$ cat config.mk
export PLATFORM = sky130hd
export DESIGN_NAME = bcd_calendar
export DESIGN_NICKNAME = d
export VERILOG_FILES = /design/src/rtl/bcd_calendar.sv
export SDC_FILE = /design/constraint.sdc
export NUM_CORES = 1
export LEC_CHECK = 0
export BUFFER_PORTS_ARGS = -buffer_cell sky130_fd_sc_hd__buf_2
export CAP_MARGIN = 15
export CORE_ASPECT_RATIO = 0.9
export CORE_MARGIN = 5
export CORE_UTILIZATION = 60
export DETAILED_ROUTE_END_ITERATION = 8
export MAX_ROUTING_LAYER = met4
export PLACE_DENSITY = 0.9
export SKIP_LAST_GASP = 1
export SYNTH_ARGS = -nofsm -noshare
export SYNTH_HDL_FRONTEND = slang
export SYNTH_SLANG_ARGS = --single-unit
$ cat constraint.sdc
create_clock -name clk -period 4.65 [get_ports clk]
set_clock_uncertainty 0.2 [all_clocks]
set_input_delay 0.93 -clock clk [delete_from_list [all_inputs] [get_ports clk]]
set_output_delay 0.93 -clock clk [all_outputs]
set_load 0.02 [all_outputs]
$ cat src/rtl/bcd_calendar.sv
module bcd_calendar (
  input  logic       clk,
  input  logic       rst,
  input  logic       tick_1hz,
  input  logic       freeze,
  input  logic       ld_en,
  input  logic [2:0] ld_sel,
  input  logic [7:0] ld_val,
  output logic [7:0] sec_q,
  output logic [7:0] min_q,
  output logic [7:0] hour_q,
  output logic [7:0] wday_q,
  output logic [7:0] mday_q,
  output logic [7:0] month_q,
  output logic [7:0] year_q
);
  localparam logic [7:0] MAX_MS    = 8'h59;
  localparam logic [7:0] MAX_HOUR  = 8'h23;
  localparam logic [7:0] MAX_WDAY  = 8'h07;
  localparam logic [7:0] MAX_MONTH = 8'h12;
  localparam logic [7:0] MAX_YEAR  = 8'h99;
  localparam logic [7:0] ONE       = 8'h01;

  function automatic logic [7:0] bcd_inc(input logic [7:0] v);
    if (v[3:0] == 4'd9) bcd_inc = {v[7:4] + 4'd1, 4'd0};
    else                bcd_inc = v + 8'd1;
  endfunction

  function automatic logic [7:0] month_end(input logic [7:0] m, input logic [7:0] y);
    logic leap;
    leap = y[4] ? (y[3:0] == 4'd2 || y[3:0] == 4'd6)
                : (y[3:0] == 4'd0 || y[3:0] == 4'd4 || y[3:0] == 4'd8);
    case (m)
      8'h02:                      month_end = leap ? 8'h29 : 8'h28;
      8'h04, 8'h06, 8'h09, 8'h11: month_end = 8'h30;
      default:                    month_end = 8'h31;
    endcase
  endfunction

  logic pend;
  logic step;
  logic c_min, c_hour, c_day, c_month, c_year;

  assign step    = !freeze && !ld_en && (tick_1hz || pend);
  assign c_min   = step && sec_q == MAX_MS;
  assign c_hour  = c_min && min_q == MAX_MS;
  assign c_day   = c_hour && hour_q == MAX_HOUR;
  assign c_month = c_day && mday_q == month_end(month_q, year_q);
  assign c_year  = c_month && month_q == MAX_MONTH;

  always_ff @(posedge clk) begin
    if (rst)           pend <= 1'b0;
    else if (step)     pend <= 1'b0;
    else if (tick_1hz) pend <= 1'b1;
  end

  always_ff @(posedge clk) begin
    if (rst) begin
      sec_q   <= 8'h00;
      min_q   <= 8'h00;
      hour_q  <= 8'h00;
      wday_q  <= ONE;
      mday_q  <= ONE;
      month_q <= ONE;
      year_q  <= 8'h00;
    end else if (ld_en) begin
      case (ld_sel)
        3'd0: sec_q   <= ld_val;
        3'd1: min_q   <= ld_val;
        3'd2: hour_q  <= ld_val;
        3'd3: wday_q  <= ld_val;
        3'd4: mday_q  <= ld_val;
        3'd5: month_q <= ld_val;
        3'd6: year_q  <= ld_val;
        default: ;
      endcase
    end else if (step) begin
      sec_q <= (sec_q == MAX_MS) ? 8'h00 : bcd_inc(sec_q);
      if (c_min)   min_q   <= (min_q == MAX_MS) ? 8'h00 : bcd_inc(min_q);
      if (c_hour)  hour_q  <= (hour_q == MAX_HOUR) ? 8'h00 : bcd_inc(hour_q);
      if (c_day) begin
        wday_q <= (wday_q == MAX_WDAY) ? ONE : bcd_inc(wday_q);
        mday_q <= c_month ? ONE : bcd_inc(mday_q);
      end
      if (c_month) month_q <= c_year ? ONE : bcd_inc(month_q);
      if (c_year)  year_q  <= (year_q == MAX_YEAR) ? 8'h00 : bcd_inc(year_q);
    end
  end
endmodule

==> qor.yml, run 1 <==
final_cell_count_no_fill: 689
clock.fmax_mhz: 303
diodes: 0
post_synthesis_adder_cell_area_fraction: 0.0741
layout_setup_ws_ns: 1.35
fillers: 572
arrival_ns: 3.35
critPathLaunchType: "register"
drt_iter0_drc: 345
commonest_non_fill_non_tap_cells_in_the_layout: "71 x buf_2, 57 x dfxtp_1, 54 x nand2_1"
synthesis.nets: 577
register_area_mm2: 0.00114
min_path_type: "reg -> reg"
floorplan.rows: 28
final_hold_fails: 0
drc: 0
vdd_ir_drop_max_mv: 0.174
io-pin-count: 72
timing_worst_setup_path_type: "reg -> reg"
die-width_um: 96.7
dp.cells: 673
most_frequent_standard_cell_in_the_layout_excluding_fill_and_tap_cells: "buf_2"
ctsHtreeMaxLevel: 3
dr_total_vias: 4375
status: "complete, no violations"
critical_path_peak_fanout: 14
post_synth_and_or_nand_nor_area_fraction: 0.271
place_hpwl_um: 8060
die_h_um: 88.0
clock_tree_from_tritoncts: "built"
drtPass1Iterations: 5
cell_area_placed_mm2: 0.00442
area_growth_syn_to_layout_pct: 13.7
gp_routability_congestion: 0.927
most_used_flip_flop_cell_after_synthesis: "dfxtp_1"
p_per_area_mw_per_mm2: 248
post_synthesis_mux_area_share: 0.0327
dieArea_mm2: 0.00850
synthXorXnorAreaFrac: 0.0130
worst_pin_slew_ns: 1.03
cts.reportedPaths.clkPinSlew_ns: 0.07
clock_root_buffer: "clkbuf_8"
timing.final.crit_share: 0.710
port-buffer-count: 71
maxCapViolations: 0
post-route-cell-area_mm2: 0.00461
timing_max_transition_violations_final: 0
drive_above_1_share: 0.180
post_synthesis_cell_count: 537
initial_core_utilization: 0.616
multiInputGateArea_mm2: 0.00270
antenna_violating_nets_left: 0
synth_seq_area_share: 0.281
ctsLongestPathBuffers: 2
setup_repair_after_global_routing_missed_its_margin: "false"
clkLatencyLatePin_ns: 0.34
grt_overflow_total: 0
netlist_area_mm2: 0.00406
cts_repair_resize_count: 0
setup_tns_ns: 0
synth_compound_gate_area_share: 0.275
final_net_count: 634
cts_num_sinks: 57
setup_failing_eps_final: 0
largest_family_of_logic_cells_by_synthesized_area: "compound AO/OA/AOI/OAI gates"
via_count_of_the_first_global_routing_pass: 4089
leakage_power_total_nw: 1.83
synth_enable_flop_cells: 0
syn_avg_cell_area_um2: 7.55
avgViaCountPerCell: 6.35
route.detailed.wl_per_inst_um: 16.7
grt_first_pass_wirelength_um: 19200
grt_usage: 0.279
synth.lib_cells_used.distinct: 60
core-area_mm2: 0.00659
grt_start_max_net_pins: 54
yosys_warnings: 0
post_cts_buffers: 0
async_reset_ff_frac: 0
finalCriticalPeriod_ns: 3.30
crit_end_element: "register"
antenna_found_initial: 0
preCtsSetupSlack_ns: 1.14
ys_seq_elements: 57
fin_hold_ws_ns: 0.336
slew_headroom: 0.312
worst-endpoint-required_ns: 4.70
hold_buffers: 0
finalWirelength_um: 11500
cts_made_buffers: 9
## layer usage
layer	vias up	wire, µm	global-route usage
met5	-	0	-
met4	0	239	0.0969
met3	31	994	0.0772
met2	197	5420	0.464
met1	2078	4870	0.328
li1	2069	-	-
## kinds of logic (layout without fill, tap and decap cells)
logic type / count (synthesis) / in the layout
AND/OR/NAND/NOR: 206 / 206
AO/OA/AOI/OAI: 178 / 178
flip-flops: 57 / 57
buffers and inverters: 53 / 115
adder cells (fa/ha/maj): 24 / 24
multiplexers: 13 / 13
XOR/XNOR: 6 / 6
## per-stage QoR
| step | util | total power, mW |
|---|---|---|
| final | 0.700 | 1.15 |
| after global routing | 0.700 | 1.20 |
| after CTS | 0.700 | 1.15 |
| after detailed placement | 0.672 | 0.689 |
| after global placement | 0.672 | 0.683 |
| after floorplan | - | 0.639 |
## layout make-up
type                            count  share of cell area
Timing Repair Buffer               74              0.0819
Sequential cell                    57               0.247
Inverter                           25              0.0203
Tap cell                           90              0.0244
Clock inverter                      3             0.00868
Clock buffer                       13              0.0323
Multi-Input combinational cell    427               0.585
## synth_stat cells (3+ instances only)
library cell / n / area [µm²]
inv_1: 25 / 93.8
nor2b_1: 10 / 62.6
xnor2_1: 6 / 52.6
o221a_2: 3 / 33.8
and3_1: 6 / 37.5
nand4_1: 4 / 25.0
nor2_1: 47 / 176
o2bb2ai_1: 3 / 26.3
o22ai_1: 4 / 25.0
nor3_1: 10 / 50.1
nand3b_1: 10 / 75.1
mux2i_1: 11 / 110
or3b_2: 3 / 26.3
o21ai_0: 52 / 260
or2_2: 4 / 25.0
nand3_1: 18 / 90.1
a211oi_1: 13 / 97.6
clkbuf_1: 23 / 86.3
nand2b_1: 12 / 75.1
o211ai_1: 7 / 52.6
a22oi_1: 15 / 113
nand2_1: 54 / 203
and2_1: 5 / 31.3
nor3b_1: 7 / 52.6
dfxtp_1: 57 / 1140
a21oi_1: 50 / 250
o31ai_1: 11 / 82.6
ha_1: 24 / 300
## worst max-delay path, stage by stage, from the launching register on
cell and delay (ns):
dfxtp_1 0.42, ha_1 0.20, nand3b_1 0.16, nor3_1 0.59, nand4_2 0.22, nor4_4 0.54
a31oi_2 0.37, or3_1 0.40, a21oi_1 0.12
## power by group
group / leakage, nW / internal (mW) / switching, mW / total (mW)
registers: 0.462 / 0.502 / 0.0222 / 0.524
logic: 1.27 / 0.0548 / 0.104 / 0.158
clock network: 0.0974 / 0.261 / 0.202 / 0.463
## final timing paths
check | from | to | slack [ns] | depth (start not counted)
worst min-delay path | year_q[7]$_SDFFE_PP0P_ | year_q[7]$_SDFFE_PP0P_ | 0.34 | 2
worst min register to register | year_q[7]$_SDFFE_PP0P_ | year_q[7]$_SDFFE_PP0P_ | 0.34 | 2
worst max-delay path | min_q[0]$_SDFFE_PP0P_ | year_q[0]$_SDFFE_PP0P_ | 1.35 | 8
worst max register to register | min_q[0]$_SDFFE_PP0P_ | year_q[0]$_SDFFE_PP0P_ | 1.35 | 8
## registers in the layout (all words and copies together), names as in the netlist
signal,flops
wday_q,8
min_q,8
pend,1
sec_q,8
year_q,8
month_q,8
mday_q,8
hour_q,8
Power figures use the tool's default switching activity.
==> run 2, diff against run 1 <==
Settings changed: CORE_UTILIZATION 60 to 57, PLACE_DENSITY 0.9 to 0.86.
Clock period 4.65 ns to 3.4 ns, I/O delays scaled along.
==> qor.yml, run 2 (synthesis results as in run 1) <==
status: "complete, no violations"
via_count_of_the_first_global_routing_pass: 4194
ctsLongestPathBuffers: 2
grt_start_max_net_pins: 46
cts.reportedPaths.clkPinSlew_ns: 0.07
critPathBufInv: 1
route.detailed.wl_per_inst_um: 17.7
critical_path_peak_fanout: 14
fin_hold_ws_ns: 0.338
cts_made_buffers: 9
dieArea_mm2: 0.00890
setup_tns_ns: 0
crit_path_top_delay_cell: "nor4_4"
grt_first_pass_wirelength_um: 20100
place_hpwl_um: 8400
wl_met3_um: 1130
r2r.worst_path.cells: 9
ctsHtreeMaxLevel: 3
timing_max_transition_violations_final: 0
hp-start: "min_q[2]$_SDFFE_PP0P_"
p_per_area_mw_per_mm2: 354
cts_num_sinks: 57
cp_slowest_stage_delay_ns: 0.54
most_frequent_standard_cell_in_the_layout_excluding_fill_and_tap_cells: "buf_2"
critPathLaunchType: "register"
arrival_ns: 3.17
leakage_power_total_nw: 1.87
fillers: 592
area_growth_syn_to_layout_pct: 15.9
timing.final.crit_share: 0.909
clkLatencyLatePin_ns: 0.35
finalWirelength_um: 12300
wl_met1_um: 5160
slew_headroom: 0.591
gp_routability_congestion: 0.919
grt_overflow_total: 0
timing_worst_setup_path_type: "reg -> reg"
cp-startpoint: "month_q[4]$_SDFFE_PP0P_"
path_delay_family: "simple AND/OR/NAND/NOR gates"
antenna_found_initial: 0
post-layout-total-power_mw: 1.66
port-buffer-count: 71
hold_buffers: 0
topRoutingLayerUsed: "met4"
regToRegStartpoint: "month_q[4]$_SDFFE_PP0P_"
final_hold_fails: 0
grt_usage: 0.279
clock_root_buffer: "clkbuf_8"
finalCriticalPeriod_ns: 3.09
die-width_um: 98.9
initial_core_utilization: 0.579
met2RoutedLength_um: 5840
drive_above_1_share: 0.190
clock_tree_from_tritoncts: "built"
commonest_non_fill_non_tap_cells_in_the_layout: "71 x buf_2, 57 x dfxtp_1, 54 x nand2_1"
vdd_ir_drop_max_mv: 0.277
final_net_count: 639
crit_end_element: "register"
clock.fmax_mhz: 324
min_path_type: "reg -> reg"
dr_total_vias: 4429
worst-endpoint-required_ns: 3.48
floorplan.rows: 29
setup_repair_after_global_routing_missed_its_margin: "false"
diodes: 0
crit_chain: "inv_1 > ha_1 > mux2_2 > a32o_1 > o2111a_1 > nor4_4 > a31oi_4 > or3_1 > a21oi_1"
core-area_mm2: 0.00700
drc: 0
holdPathStages: 2
critical_path_cell_count: 9
drtPass1Iterations: 5
setup_failing_eps_final: 0
maxCapViolations: 0
drt_iter0_drc: 325
die_h_um: 90.0
io-pin-count: 72
antenna_violating_nets_left: 0
avgViaCountPerCell: 6.35
worst_pin_slew_ns: 0.611
## run 2: area by class of cell
cell class | instances | area [µm²] | share of cell area
timing repair buffer | 79 | 415 | 0.0884
clock inverter | 1 | 30.0 | 0.00639
inverter | 25 | 93.8 | 0.0200
multi-input combinational | 427 | 2710 | 0.576
tap | 93 | 116 | 0.0248
sequential | 57 | 1140 | 0.243
clock buffer | 15 | 196 | 0.0418
## run 2: tightest hold or removal path, delay by kind of cell (launching register included)
family          cells  cell delay [ns]
flops               1             0.36
simple gates        1             0.08
compound gates      1             0.05
## run 2: per-layer routing
layer / track usage / up-vias
met5: - / -
met4: 0.0910 / 0
met3: 0.0813 / 18
met2: 0.428 / 239
met1: 0.351 / 2092
li1: - / 2080
## run 2: report_power, final
| part | switching [mW] | internal [mW] |
|---|---|---|
| combinational | 0.149 | 0.0779 |
| sequential | 0.0294 | 0.686 |
| clock | 0.282 | 0.439 |
| total | 0.460 | 1.20 |
## run 2: per-stage QoR
stage,area (µm²),setup WS (ns),cells,util
2_1_floorplan,4060,0.525,537,-
3_3_place_gp,4460,0.240,681,0.637
3_5_place_dp,4460,0.181,681,0.637
4_1_cts,4690,0.328,697,0.670
5_1_grt,4700,0.0873,697,0.671
6_report,4700,0.310,697,0.671
## run 2: worst paths after layout
check	slack, ns	to
setup / recovery	0.31	year_q[0]$_SDFFE_PP0P_
hold / removal	0.34	min_q[2]$_SDFFE_PP0P_
setup reg to reg	0.31	year_q[0]$_SDFFE_PP0P_
hold reg to reg	0.34	min_q[2]$_SDFFE_PP0P_
## run 2: what timing repair did
item	CTS	global route
gates resized for setup	0	1
setup endpoints to repair	0	1
buffers inserted	0	0
